$ cat src/rtl/tlbx_pkg.sv
package tlbx_pkg;
    localparam int VPN_W    = 30;
    localparam int ASN_W    = 8;
    localparam int PPN_W    = 28;
    localparam int PG_SHIFT = 13;
    localparam int N_MODES  = 4;
    localparam int PA_W     = PPN_W + PG_SHIFT;

    typedef enum logic [2:0] {
        OP_IDLE       = 3'd0,
        OP_INSERT     = 3'd1,
        OP_FLUSH_ALL  = 3'd2,
        OP_FLUSH_PROC = 3'd3,
        OP_FLUSH_PAGE = 3'd4
    } tlb_op_e;

    typedef struct packed {
        logic [VPN_W-1:0]   tag;
        logic [ASN_W-1:0]   asn;
        logic               glob;
        logic [PPN_W-1:0]   ppn;
        logic [N_MODES-1:0] rd_en;
        logic [N_MODES-1:0] wr_en;
        logic               fonr;
        logic               fonw;
    } tlb_ent_t;
endpackage

$ cat src/rtl/tlbx_match.sv
module tlbx_match
    import tlbx_pkg::*;
#(
    parameter int ENTRIES = 8
) (
    input  logic [ENTRIES-1:0]           valid,
    input  tlb_ent_t [ENTRIES-1:0]       ents,
    input  logic [VPN_W-1:0]             vpn,
    input  logic [ASN_W-1:0]             asn,
    output logic [ENTRIES-1:0]           match
);
    // One comparator per slot; the global flag bypasses the space compare.
    for (genvar g = 0; g < ENTRIES; g++) begin : g_cmp
        logic tag_eq;
        logic asn_ok;
        assign tag_eq   = (ents[g].tag == vpn);
        assign asn_ok   = ents[g].glob || (ents[g].asn == asn);
        assign match[g] = valid[g] && tag_eq && asn_ok;
    end
endmodule

$ cat src/rtl/tlbx_pick.sv
module tlbx_pick #(
    parameter  int ENTRIES = 8,
    localparam int IDX_W   = (ENTRIES > 1) ? $clog2(ENTRIES) : 1
) (
    input  logic               clk,
    input  logic               rst_n,
    input  logic [ENTRIES-1:0] req,
    output logic               any,
    output logic [IDX_W-1:0]   idx
);
    // Scan from the top down so the lowest set bit is the last one written.
    always_comb begin
        idx = '0;
        for (int i = ENTRIES - 1; i >= 0; i--) begin
            if (req[i]) idx = IDX_W'(i);
        end
        any = |req;
    end

    logic [ENTRIES-1:0] below_mask;
    always_comb begin
        for (int i = 0; i < ENTRIES; i++) below_mask[i] = (IDX_W'(i) < idx);
    end

    // the reported slot is requesting and nothing below it is
    a_r7_lowest_wins: assert property (@(posedge clk) disable iff (!rst_n)
        any |-> (req[idx] && ((req & below_mask) == '0)));
endmodule

$ cat src/rtl/tlbx_store.sv
module tlbx_store
    import tlbx_pkg::*;
#(
    parameter  int ENTRIES = 8,
    localparam int IDX_W   = (ENTRIES > 1) ? $clog2(ENTRIES) : 1,
    localparam logic [IDX_W-1:0] LAST = IDX_W'(ENTRIES - 1)
) (
    input  logic                   clk,
    input  logic                   rst_n,
    input  tlb_op_e                op,
    input  tlb_ent_t               new_ent,
    input  logic [ENTRIES-1:0]     page_match,
    output logic [ENTRIES-1:0]     valid_q,
    output tlb_ent_t [ENTRIES-1:0] ent_q
);
    logic [IDX_W-1:0]   ptr_q, ptr_d;
    logic [ENTRIES-1:0] valid_d;
    logic [ENTRIES-1:0] glob_vec;
    logic               load;

    for (genvar g = 0; g < ENTRIES; g++) begin : g_glob
        assign glob_vec[g] = ent_q[g].glob;
    end

    // Next-state decode of the command
    always_comb begin
        valid_d = valid_q;
        ptr_d   = ptr_q;
        load    = 1'b0;
        unique case (op)
            OP_INSERT: begin
                valid_d[ptr_q] = 1'b1;
                load           = 1'b1;
                ptr_d          = (ptr_q == LAST) ? '0 : ptr_q + 1'b1;
            end
            OP_FLUSH_ALL: begin
                valid_d = '0;
                ptr_d   = '0;
            end
            OP_FLUSH_PROC: valid_d = valid_q & glob_vec;
            OP_FLUSH_PAGE: valid_d = valid_q & ~page_match;
            default: ;
        endcase
    end

    // State register: valid bits and victim pointer
    always_ff @(posedge clk) begin
        if (!rst_n) begin
            valid_q <= '0;
            ptr_q   <= '0;
        end else begin
            valid_q <= valid_d;
            ptr_q   <= ptr_d;
        end
    end

    // Slot payload, qualified by the valid bits
    always_ff @(posedge clk) begin
        if (load) ent_q[ptr_q] <= new_ent;
    end

    a_r2_insert_sets_slot: assert property (@(posedge clk) disable iff (!rst_n)
        (op == OP_INSERT) |=> valid_q[$past(ptr_q)]);
    a_r2_ptr_wraps: assert property (@(posedge clk) disable iff (!rst_n)
        (op == OP_INSERT && ptr_q == LAST) |=> (ptr_q == '0));
    a_r3_flush_all_empty: assert property (@(posedge clk) disable iff (!rst_n)
        (op == OP_FLUSH_ALL) |=> (valid_q == '0 && ptr_q == '0));
    a_r4_proc_drops_private: assert property (@(posedge clk) disable iff (!rst_n)
        (op == OP_FLUSH_PROC) |=> ((valid_q & ~glob_vec) == '0));
    a_r4_proc_keeps_global: assert property (@(posedge clk) disable iff (!rst_n)
        (op == OP_FLUSH_PROC) |=> (valid_q == $past(valid_q & glob_vec)));
    a_r5_page_cleared: assert property (@(posedge clk) disable iff (!rst_n)
        (op == OP_FLUSH_PAGE) |=> ((valid_q & $past(page_match)) == '0));
endmodule

$ cat src/rtl/asn_tlb.sv
module asn_tlb
    import tlbx_pkg::*;
#(
    parameter  int ENTRIES = 8,
    localparam int IDX_W   = (ENTRIES > 1) ? $clog2(ENTRIES) : 1
) (
    input  logic                 clk,
    input  logic                 rst_n,
    input  logic [VPN_W-1:0]     lk_vpn,
    input  logic [ASN_W-1:0]     lk_asn,
    input  logic [PG_SHIFT-1:0]  lk_offset,
    input  logic                 lk_ifetch,
    input  logic [2:0]           cmd_op,
    input  logic [VPN_W-1:0]     cmd_vpn,
    input  logic [ASN_W-1:0]     cmd_asn,
    input  logic                 new_glob,
    input  logic [PPN_W-1:0]     new_ppn,
    input  logic [N_MODES-1:0]   new_rd_en,
    input  logic [N_MODES-1:0]   new_wr_en,
    input  logic                 new_fonr,
    input  logic                 new_fonw,
    output logic                 hit,
    output logic [IDX_W-1:0]     hit_idx,
    output logic                 hit_glob,
    output logic [PPN_W-1:0]     hit_ppn,
    output logic [N_MODES-1:0]   hit_rd_en,
    output logic [N_MODES-1:0]   hit_wr_en,
    output logic                 hit_fonr,
    output logic                 hit_fonw,
    output logic [PA_W-1:0]      pa
);
    tlb_op_e                op;
    tlb_ent_t               new_ent;
    logic [ENTRIES-1:0]     valid_q;
    tlb_ent_t [ENTRIES-1:0] ent_q;
    logic [ENTRIES-1:0]     lk_match;
    logic [ENTRIES-1:0]     pg_match;
    logic                   any;
    logic [IDX_W-1:0]       sel;
    tlb_ent_t               sel_ent;
    logic [PG_SHIFT-1:0]    offs;

    assign op = tlb_op_e'(cmd_op);

    always_comb begin
        new_ent       = '0;
        new_ent.tag   = cmd_vpn;
        new_ent.asn   = cmd_asn;
        new_ent.glob  = new_glob;
        new_ent.ppn   = new_ppn;
        new_ent.rd_en = new_rd_en;
        new_ent.wr_en = new_wr_en;
        new_ent.fonr  = new_fonr;
        new_ent.fonw  = new_fonw;
    end

    tlbx_store #(.ENTRIES(ENTRIES)) u_store (
        .clk        (clk),
        .rst_n      (rst_n),
        .op         (op),
        .new_ent    (new_ent),
        .page_match (pg_match),
        .valid_q    (valid_q),
        .ent_q      (ent_q)
    );

    // Lookup comparators
    tlbx_match #(.ENTRIES(ENTRIES)) u_lk_cmp (
        .valid (valid_q),
        .ents  (ent_q),
        .vpn   (lk_vpn),
        .asn   (lk_asn),
        .match (lk_match)
    );

    // Flush-page comparators share the same matching rule
    tlbx_match #(.ENTRIES(ENTRIES)) u_pg_cmp (
        .valid (valid_q),
        .ents  (ent_q),
        .vpn   (cmd_vpn),
        .asn   (cmd_asn),
        .match (pg_match)
    );

    tlbx_pick #(.ENTRIES(ENTRIES)) u_pick (
        .clk   (clk),
        .rst_n (rst_n),
        .req   (lk_match),
        .any   (any),
        .idx   (sel)
    );

    // Output stage: gate every field to zero on a miss
    always_comb begin
        sel_ent   = ent_q[sel];
        offs      = lk_ifetch ? {lk_offset[PG_SHIFT-1:2], 2'b00} : lk_offset;
        hit       = any;
        hit_idx   = any ? sel : '0;
        hit_glob  = any & sel_ent.glob;
        hit_ppn   = any ? sel_ent.ppn : '0;
        hit_rd_en = any ? sel_ent.rd_en : '0;
        hit_wr_en = any ? sel_ent.wr_en : '0;
        hit_fonr  = any & sel_ent.fonr;
        hit_fonw  = any & sel_ent.fonw;
        pa        = any ? {sel_ent.ppn, offs} : '0;
    end

    a_r6_fetch_aligned: assert property (@(posedge clk) disable iff (!rst_n)
        (hit && lk_ifetch) |-> (pa[1:0] == 2'b00));
    a_r6_page_above_offset: assert property (@(posedge clk) disable iff (!rst_n)
        hit |-> (pa[PA_W-1:PG_SHIFT] == hit_ppn));
    a_r10_miss_zero: assert property (@(posedge clk) disable iff (!rst_n)
        !hit |-> (pa == '0 && hit_ppn == '0 && hit_idx == '0));
    a_r1_hit_matches: assert property (@(posedge clk) disable iff (!rst_n)
        hit |-> (valid_q[hit_idx] && ent_q[hit_idx].tag == lk_vpn
                 && (ent_q[hit_idx].glob || ent_q[hit_idx].asn == lk_asn)));
    a_r9_reset_empty: assert property (@(posedge clk)
        !rst_n |=> (valid_q == '0));
endmodule

$ cat config.mk
export PLATFORM = sky130hd
export DESIGN_NAME = asn_tlb
export DESIGN_NICKNAME = d
export VERILOG_FILES = /design/src/rtl/tlbx_pkg.sv /design/src/rtl/tlbx_match.sv /design/src/rtl/tlbx_pick.sv /design/src/rtl/tlbx_store.sv /design/src/rtl/asn_tlb.sv
export SDC_FILE = /design/constraint.sdc
export NUM_CORES = 1
export LEC_CHECK = 0
export ABC_AREA = 1
export ABC_CLOCK_PERIOD_IN_PS = 5800
export BUFFER_PORTS_ARGS = -buffer_cell sky130_fd_sc_hd__buf_2
export CAP_MARGIN = 20
export CORE_ASPECT_RATIO = 1.1
export CORE_MARGIN = 10
export CORE_UTILIZATION = 35
export DETAILED_ROUTE_END_ITERATION = 8
export HOLD_SLACK_MARGIN = 0.08
export PLACE_DENSITY = 0.61
export SKIP_CTS_REPAIR_TIMING = 1
export SYNTH_ARGS = -nofsm -noshare
export SYNTH_HDL_FRONTEND = slang
export SYNTH_SLANG_ARGS = --single-unit
$ cat constraint.sdc
create_clock -name clk -period 5.8 [get_ports clk]
set_input_delay 0.87 -clock clk [delete_from_list [all_inputs] [get_ports clk]]
set_output_delay 0.87 -clock clk [all_outputs]
set_load 0.02 [all_outputs]
; ---- Word-level counts from Yosys, hierarchy flattened
; Index checks and enable logic that the tools add are counted.
[word_totals]
inputBits = 134
reg_bits = 627
output_inout_bits = 84
[op_classes]
n_lt_le_gt_ge = 3
n_mux = 25
add_sub_neg = 1
bitwise_logic = 7
n_reduce_logical = 52
eq_ne = 37
[op_table]
columns = operator, n
row1 = bitwise mux 616 bit, 1
row2 = equality test 30 bit, 16
row3 = binary-select mux 77 bit (select 3 bit), 1
row4 = demux 77 bit (select 3 bit), 1
row5 = equality test 8 bit, 16
row6 = 2-to-1 mux 77 bit, 1
row7 = 2-to-1 mux 41 bit, 1
row8 = 2-to-1 mux 39 bit, 1
row9 = logical AND 1 bit, 33
row10 = case mux 8 bit (4 select lines), 1
row11 = 2-to-1 mux 3 bit, 10
row12 = 2-to-1 mux 28 bit, 1
row13 = AND 8 bit, 2
row14 = logical OR 1 bit, 16
row15 = "less-than comparator 3 x 4 -> 1 bit, second input constant", 2
row16 = 2-to-1 mux 4 bit, 2
row17 = NOT 8 bit, 1
row18 = bitwise OR 8 bit, 1
row19 = OR reduction 8 bit, 1
row20 = "equality test 3 x 2 -> 1 bit, second input constant", 2
row21 = "equality test 3 bit, second input constant", 2
row22 = case mux 3 bit (2 select lines), 1
row23 = nonzero test 4 bit, 1
row24 = "adder 3 x 1 -> 3 bit, second input constant", 1
row25 = 7 further kinds, 10

; ---- Depth between registers and ports, before layout
; Gate-level depths: netlist of run 1.
[depth]
word_depth = 14
mapped_depth = 27
depth_no_buf = 22

; ---- Hierarchy
; From an unflattened synthesis of run 1, not the netlist that was laid out.
[unflattened]
hier_cells = 4228
hier_area_um2 = 35190.0
[modules_own_cells]
columns = mod, n_inst, cells_each, area_each_um2
row1 = tlbx_store, 1, 750, 19282.2
row2 = tlbx_match, 2, 1179, 5592.9
row3 = asn_tlb, 1, 1098, 4623.2
row4 = tlbx_pick, 1, 22, 98.8

; ---- Worst setup path after synthesis of run 1
; No wires, ideal clock.
[synth_timing]
path_kind = input-to-reg
startpoint = in cmd_op[0]
endpoint = reg u_store.valid_q[1]
setup_ns = 0.083
slack_ns = 0.476
n_path_buf = 0
arrival_ns = 5.241
t_required_ns = 5.717
stages = 8
cell_sequence = inv_1 nor2_1 nand2_1 inv_1 nand2_1 nor2_1 o21ai_0 a21oi_1
[synth_between]
elab_chain_len = 2
elab_cells_between_ends = 6
classes_between = 4 x eq/ne / 1 x mux / 1 x reduce/logical
[synth_rtl]
columns = item, line
row1 = "start, declared", asn_tlb.sv:13  ; input logic [2:0] cmd_op,
row2 = equality test 3 bit (tied with other cells), tlbx_store.sv:30  ; unique case (op)
row3 = case mux 8 bit (4 select lines) / nonzero test 4 bit (equally long branches), --
row4 = "end signal, assigned", tlbx_store.sv:52  ; valid_q <= valid_d;
row5 = "end, declared", tlbx_store.sv:13  ; output logic [ENTRIES-1:0] valid_q,
; Parallel ways exist; a longest one is shown, timed or not.
; A chain may end at the register's enable or synchronous reset.

; ---- Final worst setup path of run 1
[layout_timing]
startpoint = in lk_vpn[16]
endpoint = out hit_rd_en[3]
[layout_between]
elab_chain_len = 14
elab_cells_between_ends = 36
classes_between = 8 x eq/ne / 11 x mux / 17 x reduce/logical
[layout_rtl]
columns = item, line
row1 = "start, declared", asn_tlb.sv:9  ; input logic [VPN_W-1:0] lk_vpn,
row2 = equality test 30 bit, tlbx_match.sv:16  ; assign tag_eq = (ents[g].tag == vpn);
row3 = logical AND 1 bit (2 in a row), tlbx_match.sv:18  ; assign match[g] = valid[g] && tag_eq && asn_ok;
row4 = 2-to-1 mux 3 bit (8 in a row), tlbx_pick.sv:15  ; if (req[i]) idx = IDX_W'(i);
row5 = binary-select mux 77 bit (select 3 bit), asn_tlb.sv:95  ; sel_ent = ent_q[sel];
row6 = 2-to-1 mux 39 bit (not written as such), asn_tlb.sv:95
row7 = 2-to-1 mux 4 bit *, asn_tlb.sv:101  ; hit_rd_en = any ? sel_ent.rd_en : '0;
row8 = "end, declared", asn_tlb.sv:26  ; output logic [N_MODES-1:0] hit_rd_en,
; Every way passes the cells marked *; elsewhere a longest branch is shown, timed or not. The select of a mux whose other input is x is not followed.

==> results of run 1 <==
sequential cells by signal, summed over array words and instances (netlist names):
name	cells
u_store.ptr_q	3
u_store.ent_q	616
u_store.valid_q	8
path summary, 6_finish.rpt:
check	slack, ns	from	cells after the start	end
worst max-delay path	0.31	lk_vpn[16]	17	hit_rd_en[3]
worst min-delay path	0.50	new_ppn[25]	1	u_store.ent_q[574]
worst max register to register	3.01	u_store.ent_q[287]	7	u_store.valid_q[3]
worst min register to register	0.51	u_store.ptr_q[0]	2	u_store.ptr_q[0]
cells by family (layout without fill, tap and decap cells):
family | Yosys count | in the layout | share of synthesized area
AOI/OAI and AO/OA | 118 | 118 | 0.0238
other | 0 | 4 | 0
and+or+nand+nor | 2149 | 2149 | 0.283
adders and majority gates | 2 | 2 | 0.000742
buffers and inverters | 657 | 906 | 0.0823
DFF | 627 | 627 | 0.555
xor gates and xnor gates | 212 | 212 | 0.0551
layout make-up:
class                   count  area [um2]  share of cell area
diodes                      4        10.0            0.000259
clock buffers              89        1940              0.0501
clock inverters            48         519              0.0134
inverters                 480        1800              0.0465
multi-input cells        2481       12300               0.318
flip-flops and latches    627       18700               0.484
well taps                1270        1590              0.0410
repair buffers            289        1840              0.0474
power groups by stage:
stage | registers [mW] | clock network, mW | logic, mW
2_1_floorplan | 5.11 | 0 | 0.357
3_3_place_gp | 5.10 | 0 | 0.746
3_5_place_dp | 5.10 | 0 | 0.746
4_1_cts | 5.01 | 4.82 | 0.748
5_1_grt | 5.01 | 5.01 | 0.804
6_report | 5.01 | 4.75 | 0.772
metal layers:
| metal | vias to the layer above | routed length, um | part of all wire |
|---|---|---|---|
| li1 | 12900 | - | - |
| met1 | 13800 | 54800 | 0.40 |
| met2 | 1456 | 62000 | 0.45 |
| met3 | 379 | 11000 | 0.080 |
| met4 | 12 | 10000 | 0.073 |
| met5 | - | 93 | 0.00067 |
synth_stat cells (all sizes together):
| cell type | instances | area [um2] |
|---|---|---|
| a2111oi | 5 | 43.8 |
| buf | 125 | 778 |
| ha | 2 | 25.0 |
| nor2 | 232 | 871 |
| o22ai | 5 | 31.3 |
| nor4 | 36 | 225 |
| a221oi | 1 | 8.76 |
| o21ai | 42 | 210 |
| edfxtp | 616 | 18500 |
| nor3 | 40 | 200 |
| inv | 472 | 1770 |
| nor4b | 3 | 26.3 |
| nand2 | 1109 | 4180 |
| or4 | 3 | 22.5 |
| clkbuf | 52 | 195 |
| or2 | 76 | 475 |
| o2111ai | 28 | 245 |
| nand3 | 464 | 2330 |
| and3 | 2 | 12.5 |
| and2 | 6 | 37.5 |
| dfxtp | 11 | 220 |
| xnor2 | 163 | 1430 |
| xor2 | 49 | 429 |
| a21oi | 25 | 151 |
| nand3b | 13 | 110 |
| o41ai | 7 | 68.8 |
| nand4 | 155 | 970 |
| a21boi | 1 | 7.51 |
| clkinv | 8 | 30.0 |
| o31ai | 3 | 22.5 |
| nor3b | 10 | 75.1 |
| o2111a | 1 | 11.3 |
through the flow:
stage	setup WS, ns	hold slack [ns]	cells
CTS	0.619	0.456	5284
floorplan	0.476	0.472	3765
finish	0.309	0.496	5288
global placement	0.630	0.493	5146
detailed placement	0.626	0.500	5147
global route	0.274	0.473	5287
critical path, stage by stage:
cell       delay [ns]
buf_2            0.45
inv_1            0.43
nand2_1          0.34
o2111ai_1        0.15
nor2_1           0.13
nand4_1          0.10
nor2_1           0.46
nand3b_1         0.28
nand2_1          0.14
nand2_1          0.12
nand2_2          0.16
buf_12           0.26
nand3_1          0.12
nand3_1          0.11
nand3_1          0.07
nand2_1          0.16
buf_2            0.20
==> metrics.md, run 1 <==
| Metric | Value |
|---|---|
| Status | `completed` |
| CTS tree | `done` |
| WL final | `~140 mm` |
| Flop pwr share | `0.476` |
| Core box area | `around 96000 um2` |
| Worst-case vdd ir drop | `between 0.0002 and 0.00025 V` |
| IO Count | `218` |
| CTS clock-pin slew for the worst setup and hold paths | `0.06 ns` |
| Grt met2 use | `0.383` |
| Placed Area | `roughly 36000 um2` |
| Final setup TNS | `0 ns` |
| Total number of yosys warnings | `0` |
| Floorplan row count | `~120` |
| Slew @ Worst Pin | `1.24 ns` |
| Kind of critical path | `in2out` |
| Worst EP arrival | `4.62 ns` |
| Final number of hold-violating endpoints | `0` |
| Avg Vias per Cell | `about 5.4` |
| Detailed-router iteration count before antenna repair | `5` |
| Rel. slew slack | `0.169` |
| Met1 Use GR | `0.309` |
| Switching share of total power | `0.250` |
| Cell variety after synth | `45` |
| Total CTS buffers | `75` |
| Combinational power share | `0.073` |
| Post-layout nets | `roughly 4k` |
| P_int | `approximately 7.9 mW` |
| Post-Synthesis Cells | `roughly 3.8k` |
| Remaining antenna violation count | `0` |
| Hold WC Path Type | `in2reg` |
| Routability cong. | `roughly 1.0` |
| Tot GR Track Use | `0.246` |
| Mapped Avg Cell Area | `approximately 9 um2` |
| Final Total Pwr | `10.5 mW` |
| Most frequent cells in the layout | `nand2_1 (1102), edfxtp_1 (616), nand3_1 (463)` |
| Root Driver | `clkbuf_16` |
| Final worst path period need | `5.49 ns` |
| DRC viols | `0` |
| Clock skew | `~0.041 ns` |
| Largest fanout on the critical path | `just under 60` |
| Max-slew violations | `0` |
| Max-cap violations | `0` |
| First-pass GRT wire length | `195 mm` |
| Critical Path RT | `around 4.9 ns` |
| Clk buf depth | `3` |
| IO buf count | `between 200 and 250` |
| Routed len/inst | `~26 um` |
| Final Util | `0.405` |
| Post-Syn Area | `roughly 34000 um2` |
| Initial Utilization | `0.353` |
| Skew-Pair Late Insertion Delay | `around 0.66 ns` |
| Synth-to-Final Area Change | `14.8%` |
| Die Ht | `345 um` |
| GR Util met3 | `0.0448` |
| Mapped Nets | `3901` |
| Antenna violations before repair | `12` |
| Fmax achieved | `approximately 180 MHz` |
| Detailed Route Iter0 Violations | `approximately 3.1k` |
| #FFs+latches synth | `627` |
| Clk network pwr share | `0.451` |
| Static leakage | `roughly 16 nW` |
| Layout cells sized above 1 | `0.127` |
| Total grt overflow | `0` |
| RSZ-0062 raised after global routing | `false` |
| Sequential share of the synthesized area | `0.555` |
| Largest net degree at the start of global routing | `87` |
| Psw | `approximately 2.6 mW` |
| CP Capture Type | `primary output` |
| # fillers | `9593` |
| Post-DP HPWL | `97.0 mm` |
| Final Cell Area | `38700 um2` |
| CTS Sinks | `about 630` |
| Setup violations, final | `0` |
| CP Launch Type | `input port` |
| Die X | `roughly 320 um` |
| DR vias | `approximately 29k` |
| Cell Pwr Density | `between 200 and 300 nW/um2` |
| Vias in the first global route | `roughly 28k` |
| Die area | `109000 um2` |
| Global route hottest layer | `met2` |
| Commonest non-fill, non-tap cell in the layout | `nand2_1` |
| Final period util | `0.947` |
| H-tree depth | `3` |
Note: power is estimated with default switching activity, not from simulation.
==> run 2, diff against run 1 <==
--- a/config.mk
+++ b/config.mk
@@ -10,11 +10,12 @@
 export BUFFER_PORTS_ARGS = -buffer_cell sky130_fd_sc_hd__buf_2
 export CAP_MARGIN = 20
 export CORE_ASPECT_RATIO = 1.1
-export CORE_MARGIN = 10
 export CORE_UTILIZATION = 35
 export DETAILED_ROUTE_END_ITERATION = 8
 export HOLD_SLACK_MARGIN = 0.08
 export PLACE_DENSITY = 0.61
+export REMOVE_ABC_BUFFERS = 1
+export SETUP_SLACK_MARGIN = 0.3
 export SKIP_CTS_REPAIR_TIMING = 1
 export SYNTH_ARGS = -nofsm -noshare
 export SYNTH_HDL_FRONTEND = slang
==> run 2 against run 1 <==
Flip-flop and latch count stayed put. Utilization fell by 0.28 points. Combinational power down 5.7%. Maximum frequency is 6.7% higher. Critical path depth grew 1. Register-to-register slack worse by 0.04 ns. Hold slack worse by 0.0041 ns. Non-clock buffer count is 13 lower. Total power shrank 1.6%. Global-route usage rose by 1.8 points. Die area shrank 11%. Sequential power is essentially flat. Highest routed layer unchanged.
==> metrics.md, run 2 (synthesis results as in run 1) <==
| Metric | Value |
|---|---|
| Post-layout nets | `4075 (-0.37%)` |
| Static leakage | `15.9 nW (-0.88%)` |
| Placed Area | `36100 um2 (-0.43%)` |
| CTS tree | `done` |
| Post-DP HPWL | `93.4 mm (-3.7%)` |
| CP delay by family, top | `simple AND/OR/NAND/NOR gates` |
| Non-Filler Instances | `5269 (-0.36%)` |
| Final Cell Area | `38400 um2 (-0.68%)` |
| Floorplan row count | `119 (unchanged)` |
| # fillers | `9545 (-0.50%)` |
| Final Util | `0.402 (-0.00276)` |
| DRC viols | `0 (unchanged)` |
| Beginning of the critical path | `lk_vpn[3]` |
| Synth-to-Final Area Change | `14.1%` |
| Commonest non-fill, non-tap cell in the layout | `nand2_1` |
| Cell Pwr Density | `270 nW/um2 (-0.90%)` |
| Vias in the first global route | `27.4k (-1.2%)` |
| Max FFs per register | `616 (unchanged)` |
| Biggest regs | `u_store.ent_q: 616 flops, u_store.valid_q: 8 flops, u_store.ptr_q: 3 flops` |
| Max-cap violations | `0 (unchanged)` |
| WP buf/inv | `5 (+1)` |
| RSZ-0062 raised after global routing | `false` |
| Avg Vias per Cell | `5.36 (-0.73%)` |
| Biggest register | `u_store.ent_q` |
| WL final | `130 mm (-5.5%)` |
| Crit-path cells | `buf_2 > clkinv_1 > buf_4 > nand2_1 > nand4_1 > nor3_1 > nand4_1 > nand3b_1 > nand2_1 > nand2_1 > nand2_4 > buf_6 > nand3_1 > nand3_1 > nand2_1 > nand2_1 > nand2_1 > buf_2` |
| CP Capture Type | `primary output` |
| Die area | `97600 um2 (-11%)` |
| Dpl cells | `5134 (-0.25%)` |
| Clock skew | `0.0289 ns (-0.0117 ns)` |
| CTS clock-pin slew for the worst setup and hold paths | `0.06 ns (about the same)` |
| Worst path slowest cell | `buf_6` |
| Setup violations, final | `0 (unchanged)` |
| Max-slew violations | `0 (unchanged)` |
| Routed len/inst | `24.7 um (-5.2%)` |
| Skew-Pair Late Insertion Delay | `0.65 ns (about the same)` |
| Status | `completed` |
| Layout cells sized above 1 | `0.121 (-0.00643)` |
| CP peak stage delay | `0.53 ns (+0.07 ns)` |
| Routability cong. | `1.04 (-0.41%)` |
| Largest net degree at the start of global routing | `87 (unchanged)` |
| Fmax achieved | `194 MHz (+6.7%)` |
| Largest fanout on the critical path | `86 (+48%)` |
| Detailed Route Iter0 Violations | `2707 (-12%)` |
| Worst reg2reg startpoint | `u_store.ent_q[578]` |
| Hold WC Path Type | `in2reg` |
| Final Total Pwr | `10.4 mW (-1.6%)` |
| Total CTS buffers | `73 (-2.7%)` |
| First-pass GRT wire length | `186 mm (-4.8%)` |
| Final period util | `0.888 (-0.0591)` |
| Tot GR Track Use | `0.263 (+0.0176)` |
| Total grt overflow | `0 (unchanged)` |
| Antenna violations before repair | `9 (-3)` |
| CP Launch Type | `input port` |
| Worst EP arrival | `4.28 ns (-0.34 ns)` |
| Critical Path RT | `4.93 ns (about the same)` |
| Final worst path period need | `5.15 ns (-0.343 ns)` |
| CTS Sinks | `627 (unchanged)` |
| Initial Utilization | `0.353 (unchanged)` |
| Most frequent cells in the layout | `nand2_1 (1102), edfxtp_1 (616), nand3_1 (463)` |
| IO Count | `218 (unchanged)` |
| Worst-case vdd ir drop | `0.000264 V (+9.3%)` |
| IO buf count | `217 (unchanged)` |
| Hold_sp | `new_ppn[7]` |
| Core box area | `95600 um2 (unchanged)` |
| Root Driver | `clkbuf_16` |
| Most frequent CP cell | `nand2_1` |
| Die Ht | `327 um (-5.2%)` |
| Kind of critical path | `in2out` |
| H-tree depth | `3 (unchanged)` |
| Clk buf depth | `3 (unchanged)` |
| Slew @ Worst Pin | `1.20 ns (-0.0397 ns)` |
| Final number of hold-violating endpoints | `0 (unchanged)` |
| Die X | `298 um (-5.7%)` |
| R2R Setup Slk | `2.97 ns (-0.04 ns)` |
| Rel. slew slack | `0.193 (+0.0237)` |
| Detailed-router iteration count before antenna repair | `8 (+3)` |
| Final setup TNS | `0 ns (unchanged)` |
| Remaining antenna violation count | `0 (unchanged)` |
| DR vias | `28.2k (-1.1%)` |
## run 2: cell count changes in the layout (fill, tap and decap cells not counted), sizes merged
cell	before	now
inv	476	475
clkinvlp	3	2
clkinv	43	30
buf	289	276
bufinv	6	7
diode	4	3
clkbuf	89	98
## run 2: path summary, 6_finish.rpt
check,to,cells after the start
worst max register to register,u_store.valid_q[7],6
worst max-delay path,hit_ppn[25],18
worst min register to register,u_store.ptr_q[0],2
worst min-delay path,u_store.ent_q[556],1
## run 2: stage by stage
| step | worst slack [ns] | hold WS, ns |
|---|---|---|
| after floorplan | 0.215 | 0.472 |
| after global placement | 0.553 | 0.491 |
| after detailed placement | 0.588 | 0.495 |
| after CTS | 0.558 | 0.463 |
| after global routing | 0.439 | 0.500 |
| final | 0.651 | 0.492 |
## run 2: layout make-up
cell class	instances	area [um2]	share of cell area
Antenna cell	3	7.51	0.000195
Timing Repair Buffer	276	1680	0.0438
Inverter	480	1800	0.0469
Tap cell	1270	1590	0.0413
Multi-Input combinational cell	2481	12300	0.320
Clock buffer	98	1940	0.0505
Clock inverter	34	408	0.0106
Sequential cell	627	18700	0.487
## run 2: per-layer routing
metal	wire length, um	global-route usage	part of all wire
met3	10300	0.0443	0.079
met5	51	0	0.00039
met2	62200	0.445	0.48
met4	7820	0.150	0.060
met1	49900	0.318	0.38
## run 2: power by group
group	total, mW	internal [mW]	switching [mW]
logic	0.728	0.186	0.542
registers	5.01	5.00	0.0120
clock network	4.63	2.69	1.94
